### src/rtl/evtc_pkg.sv
`timescale 1ns/1ps
package evtc_pkg;
   // config word bit positions (software-visible layout)
   localparam int unsigned CFG_LVL  = 0;
   localparam int unsigned CFG_EN   = 1;
   localparam int unsigned CFG_PER  = 2;
   localparam int unsigned CFG_SV   = 3;
   localparam int unsigned CFG_M32  = 4;
   localparam int unsigned CAP_PER  = 8;
   localparam int unsigned CAP_WIDE = 9;

   typedef struct packed {
      logic m32;
      logic sv;
      logic per;
      logic en;
   } chan_cfg_t;
endpackage

### src/rtl/evtc_cfg_reg.sv
`timescale 1ns/1ps
module evtc_cfg_reg
   import evtc_pkg::*;
#(
   parameter int unsigned WORD_W       = 32,
   parameter bit          PERIODIC_CAP = 1'b1,
   parameter bit          WIDE_CAP     = 1'b1
) (
   input  logic              clk,
   input  logic              rst_n,
   input  logic              wr,
   input  logic [WORD_W-1:0] wdata,
   input  logic              sv_clr,
   output chan_cfg_t         cfg,
   output logic              trunc,
   output logic [WORD_W-1:0] rdata
);
   logic en_q, per_q, sv_q, m32_q;
   logic per_in, m32_in;
   logic unused_wbits;

   assign unused_wbits = ^wdata;

   generate
      if (PERIODIC_CAP) begin : g_per
         assign per_in = wdata[CFG_PER];
      end else begin : g_no_per
         assign per_in = 1'b0;
      end
      if (WIDE_CAP) begin : g_wide
         assign m32_in = wdata[CFG_M32];
      end else begin : g_narrow
         assign m32_in = 1'b1;
      end
   endgenerate

   always_ff @(posedge clk or negedge rst_n) begin
      if (!rst_n) begin
         en_q  <= 1'b0;
         per_q <= 1'b0;
         sv_q  <= 1'b0;
         m32_q <= !WIDE_CAP;
      end else if (wr) begin
         en_q  <= wdata[CFG_EN];
         per_q <= per_in;
         sv_q  <= wdata[CFG_SV];
         m32_q <= m32_in;
      end else if (sv_clr) begin
         sv_q  <= 1'b0;
      end
   end

   assign trunc = wr && m32_in;

   always_comb begin
      cfg.en  = en_q;
      cfg.per = per_q;
      cfg.sv  = sv_q;
      cfg.m32 = m32_q;
   end

   always_comb begin
      rdata           = '0;
      rdata[CFG_EN]   = en_q;
      rdata[CFG_PER]  = per_q;
      rdata[CFG_SV]   = sv_q;
      rdata[CFG_M32]  = m32_q;
      rdata[CAP_PER]  = PERIODIC_CAP;
      rdata[CAP_WIDE] = WIDE_CAP;
   end
endmodule

### src/rtl/evtc_cmp_store.sv
`timescale 1ns/1ps
module evtc_cmp_store #(
   parameter int unsigned CNT_W    = 64,
   parameter int unsigned WORD_W   = 32,
   parameter bit          WIDE_CAP = 1'b1
) (
   input  logic              clk,
   input  logic              rst_n,
   input  logic              per,
   input  logic              sv,
   input  logic              m32,
   input  logic              trunc,
   input  logic              lo_wr,
   input  logic              hi_wr,
   input  logic [WORD_W-1:0] wdata,
   input  logic              due,
   output logic [CNT_W-1:0]  cmp_q,
   output logic [CNT_W-1:0]  cmp_nx,
   output logic              upd
);
   localparam int unsigned HI_W = CNT_W - WORD_W;
   localparam logic [CNT_W-1:0] CMP_RST =
      WIDE_CAP ? {CNT_W{1'b1}} : {{HI_W{1'b0}}, {WORD_W{1'b1}}};

   logic [CNT_W-1:0] per_q, per_nx;
   logic             load_cmp, adv;

   assign load_cmp = !per || sv;
   assign adv      = due && per && (per_q != '0);

   always_comb begin
      cmp_nx = cmp_q;
      per_nx = per_q;
      upd    = 1'b0;
      if (lo_wr) begin
         if (load_cmp) begin
            cmp_nx[WORD_W-1:0] = wdata;
            upd = 1'b1;
         end
         if (per)
            per_nx[WORD_W-1:0] = m32 ? {1'b0, wdata[WORD_W-2:0]} : wdata;
      end else if (hi_wr) begin
         if (!m32) begin
            if (load_cmp) begin
               cmp_nx[CNT_W-1:WORD_W] = wdata;
               upd = 1'b1;
            end else begin
               per_nx[CNT_W-1:WORD_W] = {1'b0, wdata[WORD_W-2:0]};
            end
         end
      end else if (adv) begin
         cmp_nx = cmp_q + per_q;
      end
      if (m32 || trunc) begin
         cmp_nx[CNT_W-1:WORD_W] = '0;
         per_nx[CNT_W-1:WORD_W] = '0;
      end
   end

   always_ff @(posedge clk or negedge rst_n) begin
      if (!rst_n) begin
         cmp_q <= CMP_RST;
         per_q <= '0;
      end else begin
         cmp_q <= cmp_nx;
         per_q <= per_nx;
      end
   end
endmodule

### src/rtl/evtc_match.sv
`timescale 1ns/1ps
module evtc_match #(
   parameter int unsigned CNT_W        = 64,
   parameter int unsigned WORD_W       = 32,
   parameter bit          ONESHOT_WRAP = 1'b1
) (
   input  logic             clk,
   input  logic             rst_n,
   input  logic             en,
   input  logic             per,
   input  logic             m32,
   input  logic             gen,
   input  logic             rearm,
   input  logic [CNT_W-1:0] count,
   input  logic [CNT_W-1:0] cmp_q,
   input  logic [CNT_W-1:0] cmp_nx,
   output logic             due,
   output logic             irq
);
   logic armed_q, armed_n, hit, wrap;

   function automatic logic ahead_f(input logic [CNT_W-1:0] c,
                                    input logic [CNT_W-1:0] n,
                                    input logic             narrow);
      logic [CNT_W-1:0] d;
      d = c - n;
      if (narrow)
         return !d[WORD_W-1] && (d[WORD_W-1:0] != '0);
      return !d[CNT_W-1] && (d != '0);
   endfunction

   assign due     = !ahead_f(cmp_q, count, m32);
   assign hit     = armed_q && due;
   assign armed_n = rearm || ahead_f(cmp_nx, count, m32);

   generate
      if (ONESHOT_WRAP) begin : g_wrap
         logic [WORD_W-1:0] prev_lo;
         always_ff @(posedge clk or negedge rst_n) begin
            if (!rst_n) prev_lo <= '0;
            else        prev_lo <= count[WORD_W-1:0];
         end
         assign wrap = m32 && !per && (count[WORD_W-1:0] < prev_lo);
      end else begin : g_no_wrap
         assign wrap = 1'b0;
      end
   endgenerate

   always_ff @(posedge clk or negedge rst_n) begin
      if (!rst_n) begin
         armed_q <= 1'b0;
         irq     <= 1'b0;
      end else begin
         armed_q <= armed_n;
         irq     <= (hit || wrap) && en && gen;
      end
   end
endmodule

### src/rtl/evt_cmp_channel.sv
`timescale 1ns/1ps
module evt_cmp_channel
   import evtc_pkg::*;
#(
   parameter int unsigned CNT_W        = 64,
   parameter int unsigned WORD_W       = 32,
   parameter bit          PERIODIC_CAP = 1'b1,
   parameter bit          WIDE_CAP     = 1'b1,
   parameter bit          ONESHOT_WRAP = 1'b1
) (
   input  logic              clk,
   input  logic              rst_n,
   input  logic [CNT_W-1:0]  main_count,
   input  logic              global_en,
   input  logic              cfg_wr,
   input  logic [WORD_W-1:0] cfg_wdata,
   input  logic              cmp_lo_wr,
   input  logic              cmp_hi_wr,
   input  logic [WORD_W-1:0] cmp_wdata,
   output logic              irq_pulse,
   output logic [WORD_W-1:0] cfg_rdata,
   output logic [CNT_W-1:0]  cmp_rdata
);
   generate
      if (CNT_W != 2 * WORD_W) begin : g_bad_split
         $error("evt_cmp_channel: CNT_W must be twice WORD_W");
      end
      if (WORD_W < 16) begin : g_bad_word
         $error("evt_cmp_channel: WORD_W must hold the config layout");
      end
   endgenerate

   chan_cfg_t        cfg;
   logic             trunc, due, upd;
   logic [CNT_W-1:0] cmp_q, cmp_nx;

   evtc_cfg_reg #(
      .WORD_W(WORD_W), .PERIODIC_CAP(PERIODIC_CAP), .WIDE_CAP(WIDE_CAP)
   ) u_cfg (
      .clk(clk), .rst_n(rst_n), .wr(cfg_wr), .wdata(cfg_wdata),
      .sv_clr(cmp_lo_wr || cmp_hi_wr), .cfg(cfg), .trunc(trunc),
      .rdata(cfg_rdata)
   );

   evtc_cmp_store #(
      .CNT_W(CNT_W), .WORD_W(WORD_W), .WIDE_CAP(WIDE_CAP)
   ) u_store (
      .clk(clk), .rst_n(rst_n), .per(cfg.per), .sv(cfg.sv), .m32(cfg.m32),
      .trunc(trunc), .lo_wr(cmp_lo_wr), .hi_wr(cmp_hi_wr), .wdata(cmp_wdata),
      .due(due), .cmp_q(cmp_q), .cmp_nx(cmp_nx), .upd(upd)
   );

   evtc_match #(
      .CNT_W(CNT_W), .WORD_W(WORD_W), .ONESHOT_WRAP(ONESHOT_WRAP)
   ) u_match (
      .clk(clk), .rst_n(rst_n), .en(cfg.en), .per(cfg.per), .m32(cfg.m32),
      .gen(global_en), .rearm(upd), .count(main_count), .cmp_q(cmp_q),
      .cmp_nx(cmp_nx), .due(due), .irq(irq_pulse)
   );

   assign cmp_rdata = cmp_q;
endmodule

### config.mk
export PLATFORM = sky130hd
export DESIGN_NAME = evt_cmp_channel
export DESIGN_NICKNAME = d
export VERILOG_FILES = /design/src/rtl/evtc_pkg.sv /design/src/rtl/evtc_cfg_reg.sv /design/src/rtl/evtc_cmp_store.sv /design/src/rtl/evtc_match.sv /design/src/rtl/evt_cmp_channel.sv
export SDC_FILE = /design/constraint.sdc
export NUM_CORES = 1
export LEC_CHECK = 0
export BUFFER_PORTS_ARGS = -buffer_cell sky130_fd_sc_hd__buf_2
export CAP_MARGIN = 30
export CORE_MARGIN = 2
export CORE_UTILIZATION = 56
export DETAILED_ROUTE_END_ITERATION = 10
export GPL_ROUTABILITY_DRIVEN = 0
export PLACE_DENSITY = 0.89
export SLEW_MARGIN = 40
export SYNTH_ARGS = -nofsm -noshare
export SYNTH_HDL_FRONTEND = slang
export SYNTH_HIERARCHICAL = 1
export SYNTH_SLANG_ARGS = --single-unit
### constraint.sdc
create_clock -name clk -period 7.1 [get_ports clk]
set_input_delay 1.42 -clock clk [delete_from_list [all_inputs] [get_ports clk]]
set_output_delay 1.42 -clock clk [all_outputs]
set_load 0.05 [all_outputs]
==> flow_metrics.py, run 1 <==
metrics = {
    "synthesis": {
        "syn-instance-count": 2978,
        "synth.cell_area_um2": 22500,
        "synth_top_cells_by_area": "ha_1 (12%), dfrtp_1 (11%), dfstp_2 (7.5%), a21oi_1 (6.5%), nand2_1 (5.4%)",
        "synth.avg_cell_area_um2": 7.55,
        "synth_edf_count": 0,
        "synthTopCellsByCount": "nand2_1 (325), a21oi_1 (294), ha_1 (220)",
        "synth_top_area_share": 0.123,
        "yosys_warnings": 6,
        "ys_async_sr_fraction": 1.00,
        "seq_area_frac_synth": 0.187,
        "synthMostInstantiatedCell": "nand2_1",
        "synth_fa_ha_area_frac": 0.125,
        "synth_top_area_cell": "ha_1",
        "synth_compound_area_frac": 0.322,
        "synth_xor_xnor_area_share": 0.0331,
        "synth.area.mux_share": 0.0312,
        "synth_top_family_by_area": "compound AO/OA/AOI/OAI gates",
        "yosys_register_bits": 165,
        "synthFlopType": "dfrtp_1",
        "yosysUniqueCellTypes": 119,
        "synthSimpleGateAreaFrac": 0.225,
    },
    "floorplanning": {
        "initial_utilization": 0.567,
        "fp-row-count": 73,
        "die_x_um": 204,
        "io_pins": 231,
        "die_h_um": 204,
    },
    "grt": {
        "grt_max_degree": 79,
        "grt_pass1_wl_um": 246000,
        "grt.total_usage": 0.789,
        "grt.overflow.total": 100,
        "first_global_vias": 38000,
    },
    "status": {
        "stop_stage": "5_1_grt",
        "status": "stopped before the end",
        "error": "[ERROR GRT-0116] Global routing finished with congestion. Check the congestion regions in the DRC Viewer.",
    },
    "placement": {
        "io_buffers": 174,
        "placed_area_um2": 29100,
        "hpwlAfterDp_um": 83500,
    },
    "clocking": {
        "numCtsBuffers": 17,
        "cts_sinks": 165,
        "cts_buffer_depth": 2,
        "cts-root-buf": "clkbuf_16",
        "cts_hold_buf": 0,
        "htreeDepth": 4,
    },
}
metal layers:
layer / global-route usage / GRT overflow
met2: 0.908 / 50
met4: 0.744 / 41
met1: 0.774 / 7
met3: 0.719 / 1
met5: 0.508 / 1
what timing repair did:
| action | CTS |
|---|---|
| gates resized for setup | 165 |
| hold endpoints to repair | 0 |
| pin swaps | 71 |
| buffers inserted | 34 |
| endpoints found under the setup margin | 1 |
| cloned | 0 |
stage by stage:
| stage | cells | util | hold slack (ps) | setup WS, ps |
|---|---|---|---|---|
| 2_1_floorplan | 3004 | - | 477 | -1030 |
| 3_3_place_gp | 4290 | 0.733 | 522 | -1900 |
| 3_5_place_dp | 4290 | 0.733 | 529 | -2250 |
| 4_1_cts | 4355 | 0.774 | 546 | -1190 |
kinds of logic after synthesis:
family / count (synthesis)
XOR/XNOR: 85
adder cells (fa/ha/maj): 223
AO/OA/AOI/OAI: 1061
multiplexers: 65
flip-flops: 165
other: 2
buffers and inverters: 364
AND/OR/NAND/NOR: 1013
==> inputs of run 2 (changes only) <==
--- a/config.mk
+++ b/config.mk
@@ -8,10 +8,10 @@
 export BUFFER_PORTS_ARGS = -buffer_cell sky130_fd_sc_hd__buf_2
 export CAP_MARGIN = 30
 export CORE_MARGIN = 2
-export CORE_UTILIZATION = 56
+export CORE_UTILIZATION = 40
 export DETAILED_ROUTE_END_ITERATION = 10
 export GPL_ROUTABILITY_DRIVEN = 0
-export PLACE_DENSITY = 0.89
+export PLACE_DENSITY_LB_ADDON = 0.15
 export SLEW_MARGIN = 40
 export SYNTH_ARGS = -nofsm -noshare
 export SYNTH_HDL_FRONTEND = slang
==> constraint.sdc (replaced) <==
create_clock -name clk -period 9.2 [get_ports clk]
set_input_delay 1.84 -clock clk [delete_from_list [all_inputs] [get_ports clk]]
set_output_delay 1.84 -clock clk [all_outputs]
set_load 0.05 [all_outputs]
==> flow_metrics.py, run 2 <==
metrics = {
    "synthesis": {
        "syn-instance-count": 2978,
        "synth.avg_cell_area_um2": 7.55,
        "yosys_warnings": 6,
        "synth_top_cells_by_area": "ha_1 (12%), dfrtp_1 (11%), dfstp_2 (7.5%), a21oi_1 (6.5%), nand2_1 (5.4%)",
        "synth_top_area_share": 0.123,
        "yosys_register_bits": 165,
        "synth_top_area_cell": "ha_1",
        "synthFlopType": "dfrtp_1",
        "seq_area_frac_synth": 0.187,
        "synth.cell_area_um2": 22500,
        "synthMostInstantiatedCell": "nand2_1",
        "synth_edf_count": 0,
        "ys_async_sr_fraction": 1.00,
        "yosysUniqueCellTypes": 119,
        "synthTopCellsByCount": "nand2_1 (325), a21oi_1 (294), ha_1 (220)",
    },
    "worst_setup_path": {
        "critical_path_peak_fanout": 8,
        "crit_path_frequent_cell": "nand4_1",
        "slowest_stage": "or4_4",
        "cp_data_required_time_ps": 9580,
        "worstSetupPathType": "in -> reg",
        "worst_setup_path_end_kind": "flip-flop",
        "crit_path_max_incr_delay_ps": 550,
        "cp.arrival_ps": 9690,
        "crit_path_start_kind": "input port",
    },
    "pwr": {
        "power.density_nw_per_um2": 170,
        "switching_share": 0.480,
        "finalPower_mw": 5.24,
        "p_leak_nw": 14.3,
        "peakVddDrop_mv": 0.184,
        "switchingPower_mw": 2.51,
        "clkPwrFrac": 0.141,
        "pwr-share-comb": 0.667,
        "pwr-share-seq": 0.192,
        "power.internal_mw": 2.72,
    },
    "clocking": {
        "cts_tree": "built",
        "cts-root-buf": "clkbuf_16",
        "clock_latency_ps": 500,
        "cts_buffer_depth": 2,
        "htreeDepth": 4,
        "cts_sinks": 165,
        "numCtsBuffers": 17,
        "cts.clk_slew.worst_paths_ps": 80,
    },
    "sta": {
        "fmax_mhz": 107,
        "slew_viol_final": 0,
        "period_minus_slack_ps": 9310,
        "grt_setup_unrepaired": "true",
        "hold_slack_ps": 551,
        "hold_violations": 0,
        "finalCritPeriodShare": 1.01,
        "worst_slack_ps": -114,
        "max_slew_margin": 0.438,
        "tightest_slew_ps": 840,
        "setup_violations": 1,
        "finalClockSkew_ps": 18.3,
    },
    "routing": {
        "drtPass1Iterations": 6,
        "wirelength_um": 102000,
        "wl_per_cell_um": 22.6,
        "route.detailed.drc": 0,
        "viasPerCell": 6.20,
        "drt_iter0_drc": 3956,
        "vias": 28000,
        "ant_nets": 0,
    },
    "cells_and_area": {
        "nets": 4113,
        "final_cell_area_um2": 30800,
        "diodes": 0,
        "stdcell_count": 4517,
        "drive_gt1_frac": 0.343,
        "largest_reg_flops": 64,
        "final_common_cell": "buf_4",
        "layout_common_cells": "buf_4 (743), nand2_1 (322), a21oi_1 (271)",
        "syn_to_final_growth_pct": 36.9,
        "top_register": "u_store/cmp_q",
        "top_regs": "u_store/cmp_q (64), u_store/per_q (63), u_match/g_wrap.prev_lo (32)",
    },
    "placement": {
        "dp.cells": 4454,
        "placed_area_um2": 28800,
        "hpwlAfterDp_um": 82800,
        "pre_cts_slack_ps": -963,
        "io_buffers": 174,
    },
    "grt": {
        "grt_max_degree": 76,
        "grt.total_usage": 0.337,
        "first_global_vias": 25500,
        "grt.overflow.total": 0,
        "grt_pass1_wl_um": 149000,
        "antenna_found_initial": 1,
    },
    "flow_run": {
        "cap_violations": 0,
    },
    "floorplanning": {
        "fp-row-count": 86,
        "initial_utilization": 0.406,
        "die-area_um2": 58100,
        "coreArea_um2": 55300,
        "die_x_um": 241,
        "die_h_um": 241,
        "io_pins": 231,
    },
    "status": {
        "status": "complete, but fails checks",
        "violations": "negative setup slack",
    },
    "worst_hold_path": {
        "min_path_type": "reg -> reg",
    },
}
==> run 2: cell counts after synthesis <==
No cell type changed its count.
==> run 2: area by class of cell <==
type / instances / area (um2)
clock buffer: 22 / 465
clock inverter: 10 / 97.6
fill: 5171 / 24500
inverter: 159 / 597
multi-input combinational: 2475 / 17700
sequential: 165 / 4210
tap: 748 / 936
timing repair buffer: 938 / 6760
==> run 2: metal layers <==
| layer | part of all wire | wire, um | track usage | up-vias |
|---|---|---|---|---|
| met5 | 0.00013 | 13 | 0 | - |
| met4 | 0.051 | 5170 | 0.151 | 2 |
| met3 | 0.098 | 9950 | 0.0501 | 280 |
| met2 | 0.42 | 42900 | 0.504 | 1763 |
| met1 | 0.43 | 43900 | 0.477 | 13200 |
| li1 | - | - | - | 12800 |
==> run 2: worst paths after layout <==
path	slack [ps]	cells past startpoint	start	to
max	-110	37	main_count[0]	u_match/armed_q
min	550	1	u_store/per_q[40]	u_store/per_q[40]
max reg2reg	620	37	u_store/cmp_q[0]	u_match/armed_q
min reg2reg	550	1	u_store/per_q[40]	u_store/per_q[40]
max in group asynchronous	6610	3	rst_n	u_store/per_q[14]
min in group asynchronous	1230	1	rst_n	u_match/g_wrap.prev_lo[8]
==> run 2: logic make-up after synthesis <==
logic type / share of synthesized area
adders and majority gates: 0.125
muxes: 0.0312
xor gates and xnor gates: 0.0331
and+or+nand+nor: 0.225
DFF: 0.187
buffers and inverters: 0.0757
AOI/OAI and AO/OA: 0.322
other: 0.000334
==> run 2: worst max-delay path, delay by kind of cell <==
family	cells	cell delay, ps
xor gates and xnor gates	1	200
muxes	1	330
adders and majority gates	3	900
AOI/OAI and AO/OA	13	2670
and+or+nand+nor	12	2610
buffers and inverters	7	1100
==> run 2: power groups by stage <==
stage,logic (mW),clock network (mW),registers (mW)
floorplan,1.76,0,1.07
global placement,3.09,0,1.00
detailed placement,3.14,0,1.00
CTS,3.19,0.755,0.990
global route,3.71,0.782,1.01
finish,3.49,0.739,1.01
==> run 2: timing repair <==
action                                  4_1_cts  5_1_grt
hold buffers                                  0        0
setup buffers                                 4       27
pin swaps                                    15       89
gates resized for setup                      40      188
endpoints found under the setup margin        1        1
endpoints found under the hold margin         0        0
cloned                                        0        1
==> run 2: stage by stage <==
step	util	TNS, ps
2_1_floorplan	-	0
3_3_place_gp	0.521	-865
3_5_place_dp	0.521	-963
4_1_cts	0.535	0
5_1_grt	0.556	-362
6_report	0.556	-114
(Power assumes the default switching activity.)
==> inputs of run 3 (changes only) <==
==> constraint.sdc (replaced) <==
create_clock -name clk -period 9.2 [get_ports clk]
set_input_delay 0.46 -clock clk [delete_from_list [all_inputs] [get_ports clk]]
set_output_delay 0.46 -clock clk [all_outputs]
set_load 0.05 [all_outputs]
==> flow_metrics.py, run 3 (synthesized netlist as in run 2, its figures left out) <==
metrics = {
    "sta": {
        "finalClockSkew_ps": 17.2,
        "hold_violations": 0,
        "fmax_mhz": 112,
        "period_minus_slack_ps": 8940,
        "slew_viol_final": 0,
        "tightest_slew_ps": 854,
        "tns_ps": 0,
        "setup_violations": 0,
        "finalCritPeriodShare": 0.972,
        "worst_slack_ps": 256,
        "max_slew_margin": 0.429,
    },
    "worst_setup_path": {
        "cp_data_required_time_ps": 9560,
        "worstRegToRegCells": 35,
        "crit_path_frequent_cell": "buf_4",
        "slowest_stage": "dfstp_2",
        "reg2reg_to": "u_match/armed_q",
        "crit_path_max_incr_delay_ps": 650,
        "r2r_slack_ps": 260,
        "crit_family": "compound AO/OA/AOI/OAI gates",
        "critPathBufInv": 6,
        "worstSetupPathType": "reg -> reg",
        "critical_path_peak_fanout": 9,
        "crit_path_start_kind": "flip-flop",
        "worstSetupStartpoint": "u_store/cmp_q[1]",
        "worst_setup_path_end_kind": "flip-flop",
        "r2r-start": "u_store/cmp_q[1]",
        "cp.arrival_ps": 9310,
    },
    "worst_hold_path": {
        "hold_start": "main_count[30]",
        "min_path_type": "in -> reg",
        "min_to": "u_match/g_wrap.prev_lo[30]",
        "holdPathStages": 1,
    },
    "grt": {
        "grt.total_usage": 0.323,
        "grt_pass1_wl_um": 142000,
        "antenna_found_initial": 2,
        "first_global_vias": 23900,
        "grt.overflow.total": 0,
        "grt_max_degree": 72,
    },
    "routing": {
        "viasPerCell": 6.39,
        "ant_nets": 0,
        "route.detailed.drc": 0,
        "drtPass1Iterations": 9,
        "wirelength_um": 96000,
        "wl_per_cell_um": 23.7,
        "vias": 25800,
        "drt_iter0_drc": 3373,
    },
    "pwr": {
        "p_leak_nw": 11.9,
        "finalPower_mw": 4.71,
        "peakVddDrop_mv": 0.171,
        "power.density_nw_per_um2": 180,
    },
    "placement": {
        "pre_cts_slack_ps": 82.5,
        "io_buffers": 174,
        "hpwlAfterDp_um": 78600,
        "dp.cells": 4009,
    },
    "cells_and_area": {
        "layout_common_cells": "nand2_1 (325), a21oi_1 (289), buf_4 (288)",
        "nets": 3640,
        "syn_to_final_growth_pct": 16.5,
        "fin_util": 0.473,
        "top_register": "u_store/cmp_q",
        "largest_reg_flops": 64,
        "drive_gt1_frac": 0.208,
        "final_common_cell": "nand2_1",
        "top_regs": "u_store/cmp_q (64), u_store/per_q (63), u_match/g_wrap.prev_lo (32)",
        "stdcell_count": 4044,
        "diodes": 0,
    },
    "status": {
        "status": "finished clean",
    },
    "clocking": {
        "cts-root-buf": "clkbuf_16",
        "cts_buffer_depth": 2,
        "cts_tree": "built",
        "htreeDepth": 4,
        "cts.clk_slew.worst_paths_ps": 80,
        "numCtsBuffers": 17,
        "cts_sinks": 165,
        "clock_latency_ps": 490,
    },
    "floorplanning": {
        "die_x_um": 241,
        "die_h_um": 241,
        "die-area_um2": 58100,
        "fp-row-count": 86,
        "io_pins": 231,
        "initial_utilization": 0.406,
        "coreArea_um2": 55300,
    },
    "flow_run": {
        "cap_violations": 0,
    },
}
-- run 3: worst max-delay path by stage --
stage          cells after the start         endpoint
3_5_place_dp                      39  u_match/armed_q
4_1_cts                           37  u_match/armed_q
3_3_place_gp                      39  u_match/armed_q
6_report                          35  u_match/armed_q
5_1_grt                           36  u_match/armed_q
2_1_floorplan                     35  u_match/armed_q
-- run 3: routing by layer --
layer / up-vias / global-route usage / share of wire
met4: 2 / 0.191 / 0.063
met3: 270 / 0.0643 / 0.10
met2: 1588 / 0.458 / 0.40
li1: 11800 / - / -
met5: - / 0 / 0.00038
met1: 12200 / 0.451 / 0.43
-- run 3: report_power, final --
group / switching, mW / internal (mW)
sequential: 0.142 / 0.840
combinational: 1.83 / 1.13
clock: 0.325 / 0.441
-- run 3: layout make-up --
| class | count | area, um2 |
|---|---|---|
| repair buffers | 465 | 3070 |
| inverters | 159 | 597 |
| clock buffers | 28 | 593 |
| fillers | 5524 | 29100 |
| flip-flops and latches | 165 | 4210 |
| multi-input cells | 2475 | 16800 |
| well taps | 748 | 936 |
| clock inverters | 4 | 25.0 |
-- run 3: stage by stage --
stage	instance area (um2)	hold slack, ps
floorplan	22600	164
global placement	25500	386
detailed placement	25500	396
CTS	26100	77.7
global route	26200	82.9
finish	26200	115
-- run 3: what timing repair did --
item / in CTS / in global routing
buffers inserted: 0 / 2
hold endpoints to repair: 34 / 0
endpoints found under the setup margin: 0 / 1
hold buffers: 1 / 0
resized for setup: 0 / 17
